--- src/rtl/alu_flag_pkg.sv ---
package alu_flag_pkg;

  localparam logic [2:0] OP_ADD = 3'd0;
  localparam logic [2:0] OP_SUB = 3'd1;
  localparam logic [2:0] OP_INC = 3'd2;
  localparam logic [2:0] OP_DEC = 3'd3;
  localparam logic [2:0] OP_NEG = 3'd4;

  typedef struct packed {
    logic ovf;
    logic sgn;
    logic zer;
    logic aux;
    logic par;
    logic cry;
  } alu_flags_t;

  localparam int FLAG_W = $bits(alu_flags_t);

endpackage

--- src/rtl/alu_operand_prep.sv ---
module alu_operand_prep
  import alu_flag_pkg::*;
#(
  parameter int DATA_W = 32
) (
  input  logic [2:0]        op_i,
  input  logic [DATA_W-1:0] dst_i,
  input  logic [DATA_W-1:0] src_i,
  output logic [DATA_W-1:0] a_o,
  output logic [DATA_W-1:0] b_o,
  output logic              cin_o,
  output logic              sub_like_o,
  output logic              keep_cry_o,
  output logic              valid_o
);

  localparam logic [DATA_W-1:0] ONE = DATA_W'(1);

  always_comb begin
    a_o        = dst_i;
    b_o        = '0;
    cin_o      = 1'b0;
    sub_like_o = 1'b0;
    keep_cry_o = 1'b0;
    valid_o    = 1'b1;
    unique case (op_i)
      OP_ADD: b_o = src_i;
      OP_SUB: begin
        b_o        = ~src_i;
        cin_o      = 1'b1;
        sub_like_o = 1'b1;
      end
      OP_INC: begin
        cin_o      = 1'b1;
        keep_cry_o = 1'b1;
      end
      OP_DEC: begin
        b_o        = ~ONE;
        cin_o      = 1'b1;
        sub_like_o = 1'b1;
        keep_cry_o = 1'b1;
      end
      OP_NEG: begin
        a_o        = '0;
        b_o        = ~dst_i;
        cin_o      = 1'b1;
        sub_like_o = 1'b1;
      end
      default: valid_o = 1'b0;
    endcase
  end

endmodule

--- src/rtl/alu_lane_adder.sv ---
module alu_lane_adder #(
  parameter int DATA_W = 32,
  parameter int LANE_W = 8
) (
  input  logic [DATA_W-1:0] a_i,
  input  logic [DATA_W-1:0] b_i,
  input  logic              cin_i,
  output logic [DATA_W-1:0] sum_o,
  output logic [DATA_W/LANE_W-1:0] lane_cout_o,
  output logic [DATA_W/LANE_W-1:0] lane_cmsb_o,
  output logic              c4_o
);

  localparam int NLANES = DATA_W / LANE_W;

  logic [NLANES:0] chain;
  assign chain[0] = cin_i;

  for (genvar k = 0; k < NLANES; k++) begin : g_lane
    logic [LANE_W-2:0] lo_sum;
    logic              mid_c;
    logic              hi_sum;
    logic              hi_c;
    localparam int BASE = k * LANE_W;

    assign {mid_c, lo_sum} = {1'b0, a_i[BASE +: LANE_W-1]}
                           + {1'b0, b_i[BASE +: LANE_W-1]}
                           + {{(LANE_W-1){1'b0}}, chain[k]};
    assign {hi_c, hi_sum}  = {1'b0, a_i[BASE+LANE_W-1]}
                           + {1'b0, b_i[BASE+LANE_W-1]}
                           + {1'b0, mid_c};

    assign sum_o[BASE +: LANE_W] = {hi_sum, lo_sum};
    assign lane_cmsb_o[k]        = mid_c;
    assign lane_cout_o[k]        = hi_c;
    assign chain[k+1]            = hi_c;
  end

  assign c4_o = a_i[4] ^ b_i[4] ^ sum_o[4];

endmodule

--- src/rtl/alu_flag_gen.sv ---
module alu_flag_gen
  import alu_flag_pkg::*;
#(
  parameter int DATA_W = 32,
  parameter int LANE_W = 8
) (
  input  logic [DATA_W-1:0]        sum_i,
  input  logic [DATA_W/LANE_W-1:0] lane_cout_i,
  input  logic [DATA_W/LANE_W-1:0] lane_cmsb_i,
  input  logic [DATA_W/LANE_W-1:0] lane_en_i,
  input  logic [DATA_W/LANE_W-1:0] lane_last_i,
  input  logic                     c4_i,
  input  logic                     sub_like_i,
  input  logic                     keep_cry_i,
  input  logic                     old_cry_i,
  output alu_flags_t               flags_o
);

  localparam int NLANES = DATA_W / LANE_W;

  logic cout_sel;
  logic cmsb_sel;
  logic msb_sel;
  logic any_one;

  always_comb begin
    cout_sel = 1'b0;
    cmsb_sel = 1'b0;
    msb_sel  = 1'b0;
    any_one  = 1'b0;
    for (int k = 0; k < NLANES; k++) begin
      if (lane_last_i[k]) begin
        cout_sel = lane_cout_i[k];
        cmsb_sel = lane_cmsb_i[k];
        msb_sel  = sum_i[k*LANE_W + LANE_W - 1];
      end
      if (lane_en_i[k] && (sum_i[k*LANE_W +: LANE_W] != '0)) begin
        any_one = 1'b1;
      end
    end
  end

  always_comb begin
    flags_o.ovf = cmsb_sel ^ cout_sel;
    flags_o.sgn = msb_sel;
    flags_o.zer = ~any_one;
    flags_o.aux = c4_i ^ sub_like_i;
    flags_o.par = ~^sum_i[7:0];
    flags_o.cry = keep_cry_i ? old_cry_i : (cout_sel ^ sub_like_i);
  end

endmodule

--- src/rtl/alu_flag_reg.sv ---
module alu_flag_reg
  import alu_flag_pkg::*;
(
  input  logic       clk,
  input  logic       rst,
  input  logic       we_i,
  input  alu_flags_t next_i,
  output alu_flags_t flags_q
);

  always_ff @(posedge clk) begin
    if (rst) begin
      flags_q <= '0;
    end else if (we_i) begin
      flags_q <= next_i;
    end
  end

endmodule

--- src/rtl/int_flag_alu.sv ---
module int_flag_alu
  import alu_flag_pkg::*;
#(
  parameter int DATA_W = 32,
  parameter int LANE_W = 8
) (
  input  logic              clk,
  input  logic              rst,
  input  logic [2:0]        op_i,
  input  logic [1:0]        size_i,
  input  logic [DATA_W-1:0] dst_i,
  input  logic [DATA_W-1:0] src_i,
  input  logic              flag_we_i,
  output logic [DATA_W-1:0] res_o,
  output logic [5:0]        flags_o
);

  localparam int NLANES = DATA_W / LANE_W;

  logic [DATA_W-1:0] op_a;
  logic [DATA_W-1:0] op_b;
  logic              cin;
  logic              sub_like;
  logic              keep_cry;
  logic              op_valid;
  logic [DATA_W-1:0] sum;
  logic [NLANES-1:0] lane_cout;
  logic [NLANES-1:0] lane_cmsb;
  logic [NLANES-1:0] lane_en;
  logic [NLANES-1:0] lane_last;
  logic              c4;
  alu_flags_t        next_flags;
  alu_flags_t        cur_flags;

  alu_operand_prep #(.DATA_W(DATA_W)) prep_i (
    .op_i       (op_i),
    .dst_i      (dst_i),
    .src_i      (src_i),
    .a_o        (op_a),
    .b_o        (op_b),
    .cin_o      (cin),
    .sub_like_o (sub_like),
    .keep_cry_o (keep_cry),
    .valid_o    (op_valid)
  );

  alu_lane_adder #(.DATA_W(DATA_W), .LANE_W(LANE_W)) add_i (
    .a_i         (op_a),
    .b_i         (op_b),
    .cin_i       (cin),
    .sum_o       (sum),
    .lane_cout_o (lane_cout),
    .lane_cmsb_o (lane_cmsb),
    .c4_o        (c4)
  );

  // Size code n enables the lowest 2**n lanes, clamped to the full width.
  always_comb begin
    for (int k = 0; k < NLANES; k++) begin
      lane_en[k] = (k < (32'sd1 <<< size_i));
    end
  end
  assign lane_last = lane_en & ~(lane_en >> 1);

  alu_flag_gen #(.DATA_W(DATA_W), .LANE_W(LANE_W)) flg_i (
    .sum_i       (sum),
    .lane_cout_i (lane_cout),
    .lane_cmsb_i (lane_cmsb),
    .lane_en_i   (lane_en),
    .lane_last_i (lane_last),
    .c4_i        (c4),
    .sub_like_i  (sub_like),
    .keep_cry_i  (keep_cry),
    .old_cry_i   (cur_flags.cry),
    .flags_o     (next_flags)
  );

  alu_flag_reg freg_i (
    .clk     (clk),
    .rst     (rst),
    .we_i    (flag_we_i & op_valid),
    .next_i  (next_flags),
    .flags_q (cur_flags)
  );

  for (genvar k = 0; k < NLANES; k++) begin : g_res
    assign res_o[k*LANE_W +: LANE_W] = (op_valid && lane_en[k])
                                       ? sum[k*LANE_W +: LANE_W]
                                       : dst_i[k*LANE_W +: LANE_W];
  end

  assign flags_o = cur_flags;

endmodule

--- config.mk ---
export PLATFORM = sky130hd
export DESIGN_NAME = int_flag_alu
export DESIGN_NICKNAME = d
export VERILOG_FILES = /design/src/rtl/alu_flag_pkg.sv /design/src/rtl/alu_operand_prep.sv /design/src/rtl/alu_lane_adder.sv /design/src/rtl/alu_flag_gen.sv /design/src/rtl/alu_flag_reg.sv /design/src/rtl/int_flag_alu.sv
export SDC_FILE = /design/constraint.sdc
export NUM_CORES = 1
export LEC_CHECK = 0
export BUFFER_PORTS_ARGS = -buffer_cell sky130_fd_sc_hd__buf_4
export CORE_ASPECT_RATIO = 1.4
export CORE_MARGIN = 1.5
export CORE_UTILIZATION = 35
export DETAILED_ROUTE_END_ITERATION = 10
export PLACE_DENSITY = 0.7
export SLEW_MARGIN = 20
export SYNTH_ARGS = -nofsm -noshare
export SYNTH_HDL_FRONTEND = slang
export SYNTH_SLANG_ARGS = --single-unit
--- constraint.sdc ---
create_clock -name clk -period 11.15 [get_ports clk]
set_input_delay 0 -clock clk [delete_from_list [all_inputs] [get_ports clk]]
set_output_delay 0 -clock clk [all_outputs]
set_load 0.01 [all_outputs]
Word-level counts from Yosys, hierarchy flattened
Index checks and enable logic that the tools add are counted.
{"block": "op_classes", "n_addsub": 16, "magnitude_cmp": 4, "eq_ne": 4, "shifts": 1, "n_mux": 26, "n_bitwise": 12, "reduce_logical": 19}
{"operator": "32-bit one-hot mux with 4 select lines", "count": 1}
{"operator": "3-bit by 32-bit less-than comparator with 1-bit output (first input constant)", "count": 2}
{"operator": "32-bit inverter", "count": 2}
{"operator": "7-bit by 7-bit adder with 8-bit output", "count": 4}
{"operator": "8-bit by 1-bit adder with 8-bit output", "count": 4}
{"operator": "1-bit by 32-bit less-than comparator with 1-bit output (first input constant)", "count": 1}
{"operator": "2-bit by 32-bit less-than comparator with 1-bit output (first input constant)", "count": 1}
{"operator": "32-bit 2-to-1 mux", "count": 1}
{"operator": "8-bit 2-to-1 mux", "count": 4}
{"operator": "8-bit nonzero test", "count": 4}
{"operator": "2-bit by 2-bit <<< shifter with 32-bit output (first input constant)", "count": 1}
{"operator": "1-bit 2-to-1 mux", "count": 20}
{"operator": "1-bit by 1-bit adder with 2-bit output", "count": 4}
{"operator": "2-bit by 1-bit adder with 2-bit output", "count": 4}
{"operator": "1-bit logical AND", "count": 8}
{"operator": "8-bit XNOR reduction", "count": 1}
{"operator": "3-bit by 2-bit == test with 1-bit output (second input constant)", "count": 2}
{"operator": "5-bit OR reduction", "count": 1}
{"operator": "1-bit XOR", "count": 5}
{"operator": "4-bit bitwise AND", "count": 1}
{"operator": "3-bit inverter with 4-bit output", "count": 1}
{"operator": "4-bit OR reduction", "count": 1}
{"operator": "3-bit by 1-bit == test with 1-bit output (second input constant)", "count": 1}
{"operator": "3-bit == test (second input constant)", "count": 1}
{"operator": "6 further kinds", "count": 7}
{"block": "totals", "ff_bits": 6, "input_bits": 72, "output_inout_bits": 38, "elab_cells": 88}

Logic depth before layout (Yosys ltp)
Gate-level depths: netlist of the first run.
{"block": "depth", "depth_word": 15, "ltp_mapped": 38, "depth_no_buf": 37}

Cells and area by module
Synthesis of the first run repeated with hierarchy kept, for this count alone.
{"block": "hier_totals", "hier_cells": 422, "hier_area_um2": 3310.7}
{"module": "alu_operand_prep", "instances": 1, "cells_per_inst": 183, "area_per_inst_um2": 1166.1, "seq_area_each_um2": 0.0}
{"module": "alu_lane_adder", "instances": 1, "cells_per_inst": 125, "area_per_inst_um2": 1124.8, "seq_area_each_um2": 0.0}
{"module": "int_flag_alu", "instances": 1, "cells_per_inst": 44, "area_per_inst_um2": 475.5, "seq_area_each_um2": 0.0}
{"module": "alu_flag_gen", "instances": 1, "cells_per_inst": 51, "area_per_inst_um2": 330.3, "seq_area_each_um2": 0.0}
{"module": "alu_flag_reg", "instances": 1, "cells_per_inst": 19, "area_per_inst_um2": 214.0, "seq_area_each_um2": 120.1}

Least setup slack after synthesis of the first run
No wires, ideal clock.
{"block": "synth_path", "kind": "input -> register", "start": "input port op_i[2]", "end": "register freg_i.flags_q[3] (netlist name)", "setup_ns": 0.124, "t_arrival_ns": 7.089, "required_ns": 11.026, "setup_slack_ns": 3.938, "path_stages": 35, "n_path_buf": 2, "path_cell_list": "buf_1 -> buf_1 -> mux2i_1 -> o21ai_0 -> ha_1 -> a21o_1 -> a21o_1 -> a21oi_1 -> fa_1 -> inv_1 -> fa_1 -> a21o_1 -> nand4_1 -> nand3_1 -> a31oi_1 -> fa_1 -> inv_1 -> fa_1 -> a21oi_1 -> nor2_1 -> o21a_1 -> o21a_1 -> nor2_1 -> fa_1 -> inv_1 -> fa_1 -> a211oi_1 -> o21bai_1 -> a21oi_1 -> o21bai_1 -> a21oi_1 -> fa_1 -> and4_1 -> a41oi_1 -> o31ai_2"}
{"block": "synth_between", "elab_chain_len": 15, "elab_cells_between_ends": 41, "cone_classes": "add/sub (16); eq/ne (4); mux (8); bitwise (2); reduce/logical (11)"}
{"item": "start, declared", "line": "int_flag_alu.sv:9", "source": "input logic [2:0] op_i,"}
{"item": "3-bit == test (tied with other cells)", "line": "alu_operand_prep.sv:26", "source": "unique case (op_i)"}
{"item": "32-bit one-hot mux with 4 select lines (tied with other cells)", "line": "alu_operand_prep.sv:26"}
{"item": "7-bit by 7-bit adder with 8-bit output or 1-bit 2-to-1 mux (tied branches)", "line": "alu_lane_adder.sv:27, alu_operand_prep.sv:26"}
{"item": "8-bit by 1-bit adder with 8-bit output", "line": "alu_lane_adder.sv:28", "source": "+ {{(LANE_W-1){1'b0}}, chain[k]};"}
{"item": "2-bit by 1-bit adder with 2-bit output", "line": "alu_lane_adder.sv:31", "source": "+ {1'b0, mid_c};"}
{"item": "8-bit by 1-bit adder with 8-bit output", "line": "alu_lane_adder.sv:28"}
{"item": "2-bit by 1-bit adder with 2-bit output", "line": "alu_lane_adder.sv:31"}
{"item": "8-bit by 1-bit adder with 8-bit output", "line": "alu_lane_adder.sv:28"}
{"item": "2-bit by 1-bit adder with 2-bit output", "line": "alu_lane_adder.sv:31"}
{"item": "8-bit by 1-bit adder with 8-bit output", "line": "alu_lane_adder.sv:28"}
{"item": "2-bit by 1-bit adder with 2-bit output", "line": "alu_lane_adder.sv:31"}
{"item": "8-bit nonzero test", "line": "alu_flag_gen.sv:37", "source": "if (lane_en_i[k] && (sum_i[k*LANE_W +: LANE_W] != '0)) begin"}
{"item": "1-bit logical AND", "line": "alu_flag_gen.sv:37"}
{"item": "1-bit 2-to-1 mux", "line": "alu_flag_gen.sv:37"}
{"item": "1-bit inverter", "line": "alu_flag_gen.sv:46", "source": "flags_o.zer = ~any_one;"}
{"item": "end signal, assigned", "line": "alu_flag_reg.sv:15", "source": "flags_q <= next_i;"}
{"item": "end, declared", "line": "alu_flag_reg.sv:8", "source": "output alu_flags_t flags_q"}
Parallel ways exist; a longest one is shown, timed or not.
A chain may end at the register's enable or synchronous reset.

Worst setup path in the final report of the first run
{"block": "layout_path", "start": "input port op_i[2]", "end": "output port res_o[31]"}
{"block": "layout_between", "elab_chain_len": 12, "elab_cells_between_ends": 29, "cone_classes": "add/sub (16); eq/ne (4); mux (5); reduce/logical (4)"}
{"item": "3-bit == test (tied with other cells)", "line": "alu_operand_prep.sv:26"}
{"item": "32-bit one-hot mux with 4 select lines (tied with other cells)", "line": "alu_operand_prep.sv:26"}
{"item": "7-bit by 7-bit adder with 8-bit output or 1-bit 2-to-1 mux (tied branches)", "line": "alu_lane_adder.sv:27, alu_operand_prep.sv:26"}
{"item": "8-bit by 1-bit adder with 8-bit output", "line": "alu_lane_adder.sv:28"}
{"item": "2-bit by 1-bit adder with 2-bit output", "line": "alu_lane_adder.sv:31"}
{"item": "8-bit by 1-bit adder with 8-bit output", "line": "alu_lane_adder.sv:28"}
{"item": "2-bit by 1-bit adder with 2-bit output", "line": "alu_lane_adder.sv:31"}
{"item": "8-bit by 1-bit adder with 8-bit output", "line": "alu_lane_adder.sv:28"}
{"item": "2-bit by 1-bit adder with 2-bit output", "line": "alu_lane_adder.sv:31"}
{"item": "8-bit by 1-bit adder with 8-bit output", "line": "alu_lane_adder.sv:28"}
{"item": "2-bit by 1-bit adder with 2-bit output", "line": "alu_lane_adder.sv:31"}
{"item": "8-bit 2-to-1 mux (*)", "line": "int_flag_alu.sv:88", "source": "? sum[k*LANE_W +: LANE_W]"}
{"item": "end, declared", "line": "int_flag_alu.sv:14", "source": "output logic [DATA_W-1:0] res_o,"}
Mark *: on every way between the ends. The rest lies on a longest branch, timed or not.

==> qor.tcl, run 1 <==
set qor(fin_total_pwr_mw) 0.3621
set qor(timing.hold.worst_endpoint) {freg_i.flags_q[0]$_SDFFE_PP0P_}
set qor(fin_util) 0.4711
set qor(via_count) 3556
set qor(critical_register_to_register_path_endpoint) {freg_i.flags_q[5]$_SDFFE_PP0P_}
set qor(setup_ws_ps) 3280
set qor(post-synth-top-area-fraction) 0.1212
set qor(critical_path.most_common_cell) {fa_1}
set qor(final-max-slew-violation-count) 0
set qor(vias_in_the_first_global_route) 3581
set qor(synth.avg_cell_area_um2) 6.900
set qor(design.portCount) 110
set qor(worst-setup-path-type) {input pin to output port}
set qor(numPortBuffers) 109
set qor(worst_slack_at_placement_ps) 3096
set qor(largest-register) {freg_i.flags_q}
set qor(synthDominantAreaCellType) {ha_1}
set qor(synth-main-ff-cell) {dfxtp_1}
set qor(number_of_nets_in_the_layout) 654
set qor(final.setup_skew_ps) 0
set qor(ys_types) 41
set qor(htree_levels) 1
set qor(cts_num_sinks) 6
set qor(cp.required_ps) 11150
set qor(pin_count_of_the_biggest_net_entering_global_routing) 68
set qor(timing.hold.worst_path_depth) 4
set qor(total_switching_power_mw) 0.1623
set qor(max-vdd-ir-drop_mv) 0.03441
set qor(finalWirelength_um) 9851
set qor(timing.critical_path.to_type) {output port}
set qor(hpwl_um) 7826
set qor(power.switching_fraction) 0.4483
set qor(layout_top_registers) {freg_i.flags_q: 6 flops}
set qor(timing.reg2reg.worst_path_depth) 2
set qor(fmax_mhz) 127.1
set qor(flip_flop_count_of_the_largest_register_all_copies_and_words_added) 6
set qor(floorplan.initialDensity) 0.3599
set qor(drive_above_1_share) 0.2379
set qor(path_clk_slew_ps) 30
set qor(synth-edff-count) 0
set qor(critPathSlowestCell) {buf_4}
set qor(synth_seq_cells) 6
set qor(cap_violations) 0
set qor(die_width_um) 82.52
set qor(power.share.clock) 0.160
set qor(antenna_violations_before_repair) 0
set qor(seq_power_share) 0.073
set qor(clock_tree.root_cell) {clkbuf_16}
set qor(grt_use_total) 0.2095
set qor(post-route-period-util) 0.7058
set qor(setup-tns-final_ps) 0
set qor(worstPathMaxFanout) 67
set qor(wire_length_of_the_first_global_routing_pass_um) 15860
set qor(min-delay-start) {op_i[1]}
set qor(power.leakage_nw) 2.121
set qor(holdCritPathClass) {input pin to register}
set qor(top_cells_by_area_synth) {ha_1 12%, mux2i_1 11%, a21oi_1 9.0%}
set qor(finalWorstPathRequiredPeriod_ps) 7870
set qor(area_growth_syn_to_layout_pct) 30.90
set qor(grt_setup_unrepaired) {false}
set qor(ys_warn_count) 0
set qor(overflow) 0
set qor(drc) 0
set qor(numCtsBuffers) 3
set qor(cp_slowest_stage_delay_ps) 640
set qor(r2r_startpoint) {freg_i.flags_q[5]$_SDFFE_PP0P_}
set qor(first_pass_iters) 5
set qor(drt_first_iter_violations) 137
set qor(clock_insertion_delay_worst_skew_ps) 230
set qor(regToRegSetupSlack_ps) 10410
set qor(viasPerCell) 5.530
set qor(die-height_um) 114.3
set qor(status) {finished clean}
set qor(synth_area_um2) 3098
set qor(routabilityCongestion) 0.9299
set qor(route.detailed.wl_per_inst_um) 15.32
set qor(post_cts_buffers) 0
set qor(tritoncts) {done}
set qor(finalSetupViolCount) 0
set qor(placementRows) 40
set qor(synthCells) 449
set qor(power.internal_mw) 0.1997
set qor(power.density_cell_area_nw_per_um2) 89.29
set qor(count_of_nets_left_with_antenna_violations_after_detail_routing) 0
set qor(start_kind) {input pin}
set qor(tightestPinTransition_ps) 1049
set qor(mappedNetlistNets) 563
set qor(hold_violations) 0
set qor(floorplan.die_area_um2) 9433
set qor(antenna_cells) 0
set qor(cts_max_path_buffers) 2
set qor(coreArea_um2) 8608
set qor(synth.yosys.seq_area_share) 0.03877
set qor(combPwrFrac) 0.767
set qor(ys_async_sr_fraction) 0
set qor(worst-endpoint-arrival_ps) 7870
set qor(worst_slew_margin_rel) 0.2965
logic make-up (layout without fill, tap and decap cells):
| group | after synthesis | count (layout) | share of synthesized area |
|---|---|---|---|
| AOI/OAI and AO/OA | 173 | 173 | 0.3340 |
| and+or+nand+nor | 91 | 91 | 0.1357 |
| buffers and inverters | 72 | 161 | 0.08966 |
| adders and majority gates | 42 | 42 | 0.1987 |
| muxes | 41 | 41 | 0.1353 |
| xor gates and xnor gates | 24 | 24 | 0.06785 |
| DFF | 6 | 6 | 0.03877 |
what timing repair did:
| item | in CTS | in global routing |
|---|---|---|
| hold endpoints to repair | 4 | 0 |
| gates resized for setup | 0 | 0 |
| hold buffers | 2 | 0 |
stage by stage:
stage	instance area (µm²)	hold WS [ps]	cells
6_report	4055	208.7	643
5_1_grt	4055	252.1	643
4_1_cts	4055	210.6	643
3_5_place_dp	3960	219.1	638
3_3_place_gp	3960	217.2	638
2_1_floorplan	3098	69.07	449
cell usage in the layout (no fill, tap or decap), types with 15 or more instances in the layout:
cell type | Yosys | final
a21o_1 | 36 | 36
a21oi_1 | 56 | 56
buf_4 | 1 | 112
ha_1 | 30 | 30
inv_1 | 44 | 43
mux2i_1 | 34 | 34
nand2_1 | 40 | 40
nor2_1 | 21 | 20
o21ai_0 | 53 | 53
xnor2_1 | 15 | 15
critical path, delay by kind of cell:
kind | cells | cell delay, ps
buf+inv | 6 | 1370
fa+ha+maj | 8 | 2750
compound gates | 15 | 2910
simple gates | 7 | 830
area by class of cell:
cell class / count / area (µm²)
flip-flops and latches: 6 / 120.1
multi-input cells: 371 / 2703
clock buffers: 3 / 75.07
fillers: 898 / 4553
inverters: 44 / 165.2
well taps: 105 / 131.4
repair buffers: 114 / 860.8
cells in the mapped netlist (3+ instances only):
master and instances:
xnor2_1 15, o21ai_0 53, ha_1 30, nand2_1 40, xor2_1 9, mux2_2 7
mux2i_1 34, clkbuf_1 19, fa_1 12, nor2_1 21, inv_1 44, nand3b_1 3
dfxtp_1 6, a21o_1 36, a211oi_1 7, nand2b_1 4, o21bai_1 4, nand3_1 7
nor3_1 3, buf_2 3, a21oi_1 56, buf_1 5, o21a_1 3, a31oi_1 4
per-layer routing:
layer / share of wire / track usage
met1: 0.39 / 0.2355
met5: 0 / 0
met3: 0.062 / 0.01912
met2: 0.52 / 0.3978
met4: 0.024 / 0.06889
power by group through the flow:
stage	Clock [mW]	Combinational (mW)	Sequential [mW]
after floorplan	0	0.173	0.0278
after global placement	0	0.271	0.0267
after detailed placement	0	0.277	0.0267
after CTS	0.0578	0.279	0.0264
after global routing	0.0594	0.307	0.0268
final	0.0578	0.278	0.0264
worst max-delay path by stage:
stage	from	endpoint	slack, ps	cells past startpoint
6_report	op_i[2]	res_o[31]	3280	36
4_1_cts	op_i[2]	res_o[31]	3280	36
3_5_place_dp	op_i[2]	freg_i.flags_q[3]$_SDFFE_PP0P_	3100	37
2_1_floorplan	op_i[2]	freg_i.flags_q[3]$_SDFFE_PP0P_	3940	35
5_1_grt	op_i[2]	freg_i.flags_q[3]$_SDFFE_PP0P_	2640	37
3_3_place_gp	op_i[2]	freg_i.flags_q[3]$_SDFFE_PP0P_	3400	37
No activity file was read; power rests on OpenSTA's default activity.
==> run 2, diff against run 1 <==
--- a/config.mk
+++ b/config.mk
@@ -5,12 +5,13 @@
 export SDC_FILE = /design/constraint.sdc
 export NUM_CORES = 1
 export LEC_CHECK = 0
+export ABC_AREA = 1
 export BUFFER_PORTS_ARGS = -buffer_cell sky130_fd_sc_hd__buf_4
 export CORE_ASPECT_RATIO = 1.4
 export CORE_MARGIN = 1.5
 export CORE_UTILIZATION = 35
 export DETAILED_ROUTE_END_ITERATION = 10
-export PLACE_DENSITY = 0.7
+export PLACE_DENSITY = 0.71
 export SLEW_MARGIN = 20
 export SYNTH_ARGS = -nofsm -noshare
 export SYNTH_HDL_FRONTEND = slang
==> constraint.sdc (replaced) <==
create_clock -name clk -period 7 [get_ports clk]
set_input_delay 0 -clock clk [delete_from_list [all_inputs] [get_ports clk]]
set_output_delay 0 -clock clk [all_outputs]
set_load 0.01 [all_outputs]
==> run 2 against run 1 <==
  * Via count grew 16%
  * Largest cell class unchanged
  * Register-to-register slack lost 4100 ps
  * Largest power group unchanged
  * Sequential power grew 56%
  * Cell area grew 6.0%
  * Clock-buffer cell count is the same
  * Critical path depth grew 13
  * Hold slack lost 80 ps
==> qor.tcl, run 2 <==
set qor(tritoncts) {done}
set qor(cts_max_path_buffers) 2
set qor(setup_ws_ps) 704.0
set qor(final.setup_skew_ps) 0
set qor(largest-register) {freg_i.flags_q}
set qor(power.leakage_nw) 2.367
set qor(antenna_cells) 0
set qor(area_growth_syn_to_layout_pct) 32.06
set qor(adder_cell_share_of_the_synthesized_area) 0.1892
set qor(antenna_violations_before_repair) 0
set qor(setup-tns-final_ps) 0
set qor(grt_use_total) 0.2070
set qor(critical_path.most_common_cell) {nand2_1}
set qor(htree_levels) 1
set qor(post-synth-top-count-cell) {nand2_1}
set qor(cp.required_ps) 7170
set qor(first_pass_iters) 6
set qor(floorplan.initialDensity) 0.3604
set qor(max-vdd-ir-drop_mv) 0.1350
set qor(clock_tree.root_cell) {clkbuf_16}
set qor(top_layer) {met4}
set qor(pin_count_of_the_biggest_net_entering_global_routing) 23
set qor(flip_flop_count_of_the_largest_register_all_copies_and_words_added) 6
set qor(viasPerCell) 5.124
set qor(post-synth-top-area-fraction) 0.2042
set qor(synth.yosys.seq_area_share) 0.03691
set qor(ys_types) 39
set qor(m1WireLength_um) 4362
set qor(synth-main-ff-cell) {dfxtp_1}
set qor(finalSetupViolCount) 0
set qor(synth_mux_area_frac) 0
set qor(route.detailed.wl_per_inst_um) 12.97
set qor(fmax_mhz) 158.8
set qor(drt_first_iter_violations) 180
set qor(final-instance-count-excl-fill) 804
set qor(layout.cells.most_common_list) {177 x nand2_1, 116 x buf_4, 98 x inv_1}
set qor(grt_setup_unrepaired) {false}
set qor(cp_slowest_stage_delay_ps) 560
set qor(worst_slew_margin_rel) 0.5468
set qor(layout_top_registers) {freg_i.flags_q: 6 flops}
set qor(worst_slack_at_placement_ps) 347.1
set qor(hpwl_um) 8674
set qor(worstPathMaxFanout) 3
set qor(most_common_library_cell_in_the_layout_ignoring_fill_and_taps) {nand2_1}
set qor(number_of_nets_in_the_layout) 813
set qor(post-place-cells) 800
set qor(wire_length_of_the_first_global_routing_pass_um) 17170
set qor(timing.critical_path.to_type) {register}
set qor(detailroute.wirelength.met3_um) 490
set qor(vias_in_the_first_global_route) 3924
set qor(synth_compound_gate_area_share) 0.2218
set qor(placementRows) 41
set qor(synthCells) 594
set qor(top_cells_by_area_synth) {nand2_1 20%, ha_1 12%, inv_1 11%}
set qor(final-max-slew-violation-count) 0
set qor(critPathSlowestCell) {fa_1}
set qor(power.density_cell_area_nw_per_um2) 134.8
set qor(finalWirelength_um) 10430
set qor(synth-edff-count) 0
set qor(finalWorstPathRequiredPeriod_ps) 6296
set qor(worst-setup-path-type) {input pin to register}
set qor(cap_violations) 0
set qor(holdCritPathClass) {input pin to register}
set qor(synth_area_um2) 3254
set qor(numCtsBuffers) 3
set qor(tightestPinTransition_ps) 677.4
set qor(synth-xor-area-share) 0.02153
set qor(drive_above_1_share) 0.2138
set qor(synthDominantAreaCellType) {nand2_1}
set qor(drc) 0
set qor(synth.avg_cell_area_um2) 5.479
set qor(via_count) 4120
set qor(ys_async_sr_fraction) 0
set qor(numPortBuffers) 109
set qor(hold_violations) 0
set qor(coreArea_um2) 9029
set qor(clock_insertion_delay_worst_skew_ps) 230
set qor(synth.cells.most_frequent) {177 x nand2_1, 98 x inv_1, 67 x nor2_1}
set qor(cts_num_sinks) 6
set qor(floorplan.die_area_um2) 9894
set qor(mappedNetlistNets) 708
set qor(main_combinational_cell_family_by_area_after_synthesis) {simple AND/OR/NAND/NOR gates}
set qor(worst-endpoint-arrival_ps) 6460
set qor(met2_wirelength_um) 5438
set qor(die-height_um) 117.1
set qor(start_kind) {input pin}
set qor(ys_warn_count) 0
set qor(die_width_um) 84.50
set qor(post_synth_and_or_nand_nor_area_fraction) 0.3768
set qor(design.portCount) 110
set qor(synth_seq_cells) 6
set qor(status) {finished clean}
set qor(post-route-period-util) 0.8994
set qor(routabilityCongestion) 0.8816
set qor(path_clk_slew_ps) 30
set qor(fin_util) 0.4760
set qor(count_of_nets_left_with_antenna_violations_after_detail_routing) 0
set qor(post_cts_buffers) 0
set qor(overflow) 0
[run 2: changes by cell type after synthesis, moves of 15 or more]
| cell | before | now |
|---|---|---|
| o211ai_1 | 1 | 17 |
| inv_1 | 44 | 98 |
| nor2_1 | 21 | 67 |
| o21ai_0 | 53 | 36 |
| nand3_1 | 7 | 28 |
| clkbuf_1 | 19 | 4 |
| a21oi_1 | 56 | 33 |
| a21o_1 | 36 | 1 |
| mux2i_1 | 34 | 0 |
| nand2_1 | 40 | 177 |
[run 2: path summary, 6_finish.rpt]
path,start,end,slack [ps],cells after the start
setup / recovery,op_i[1],freg_i.flags_q[3]$_SDFFE_PP0P_,700,49
setup reg to reg,freg_i.flags_q[0]$_SDFFE_PP0P_,freg_i.flags_q[0]$_SDFFE_PP0P_,6310,3
hold / removal,size_i[1],freg_i.flags_q[4]$_SDFFE_PP0P_,130,3
hold reg to reg,freg_i.flags_q[1]$_SDFFE_PP0P_,freg_i.flags_q[1]$_SDFFE_PP0P_,500,2
[run 2: report_power, final]
group	internal, mW	switching, mW	total (mW)
logic	0.194	0.252	0.446
clock network	0.0732	0.0186	0.0919
registers	0.0387	0.00234	0.0411
total	0.306	0.273	0.579
[run 2: final cells by class]
type	instances	area, µm²
fill	984	4731
multi-input combinational	463	2656
timing repair buffer	120	918.4
inverter	105	394.1
tap	107	133.9
sequential	6	120.1
clock buffer	3	75.07
[run 2: logic make-up (layout without fill, tap and decap cells)]
| logic type | after synthesis | in the layout |
|---|---|---|
| simple gates | 296 | 296 |
| flops | 6 | 6 |
| buf+inv | 125 | 228 |
| compound gates | 117 | 117 |
| xor+xnor | 8 | 8 |
| fa+ha+maj | 42 | 42 |
[run 2: critical path, delay by kind of cell]
family	cells	cell delay, ps
AO/OA/AOI/OAI	3	270
AND/OR/NAND/NOR	27	2200
buffers and inverters	11	940
adder cells (fa/ha/maj)	8	3010
[run 2: repair_timing]
| action | 4_1_cts | 5_1_grt |
|---|---|---|
| gates resized for setup | 0 | 9 |
| endpoints found under the setup margin | 0 | 1 |
| endpoints found under the hold margin | 2 | 0 |
| hold buffers | 1 | 0 |
[run 2: metal layers]
layer  vias up  GRT usage
met2       129     0.3899
li1       2130          -
met3        14    0.01332
met4         0    0.06022
met5         -          0
met1      1847     0.2531
[run 2: stage by stage]
step           total power [mW]  instance area, µm²  hold slack (ps)
2_1_floorplan            0.3243                3254            69.07
3_3_place_gp             0.4735                4183            190.8
3_5_place_dp             0.4814                4183            190.0
4_1_cts                  0.5777                4268            129.0
5_1_grt                  0.6349                4298            151.7
6_report                 0.5792                4298            128.7
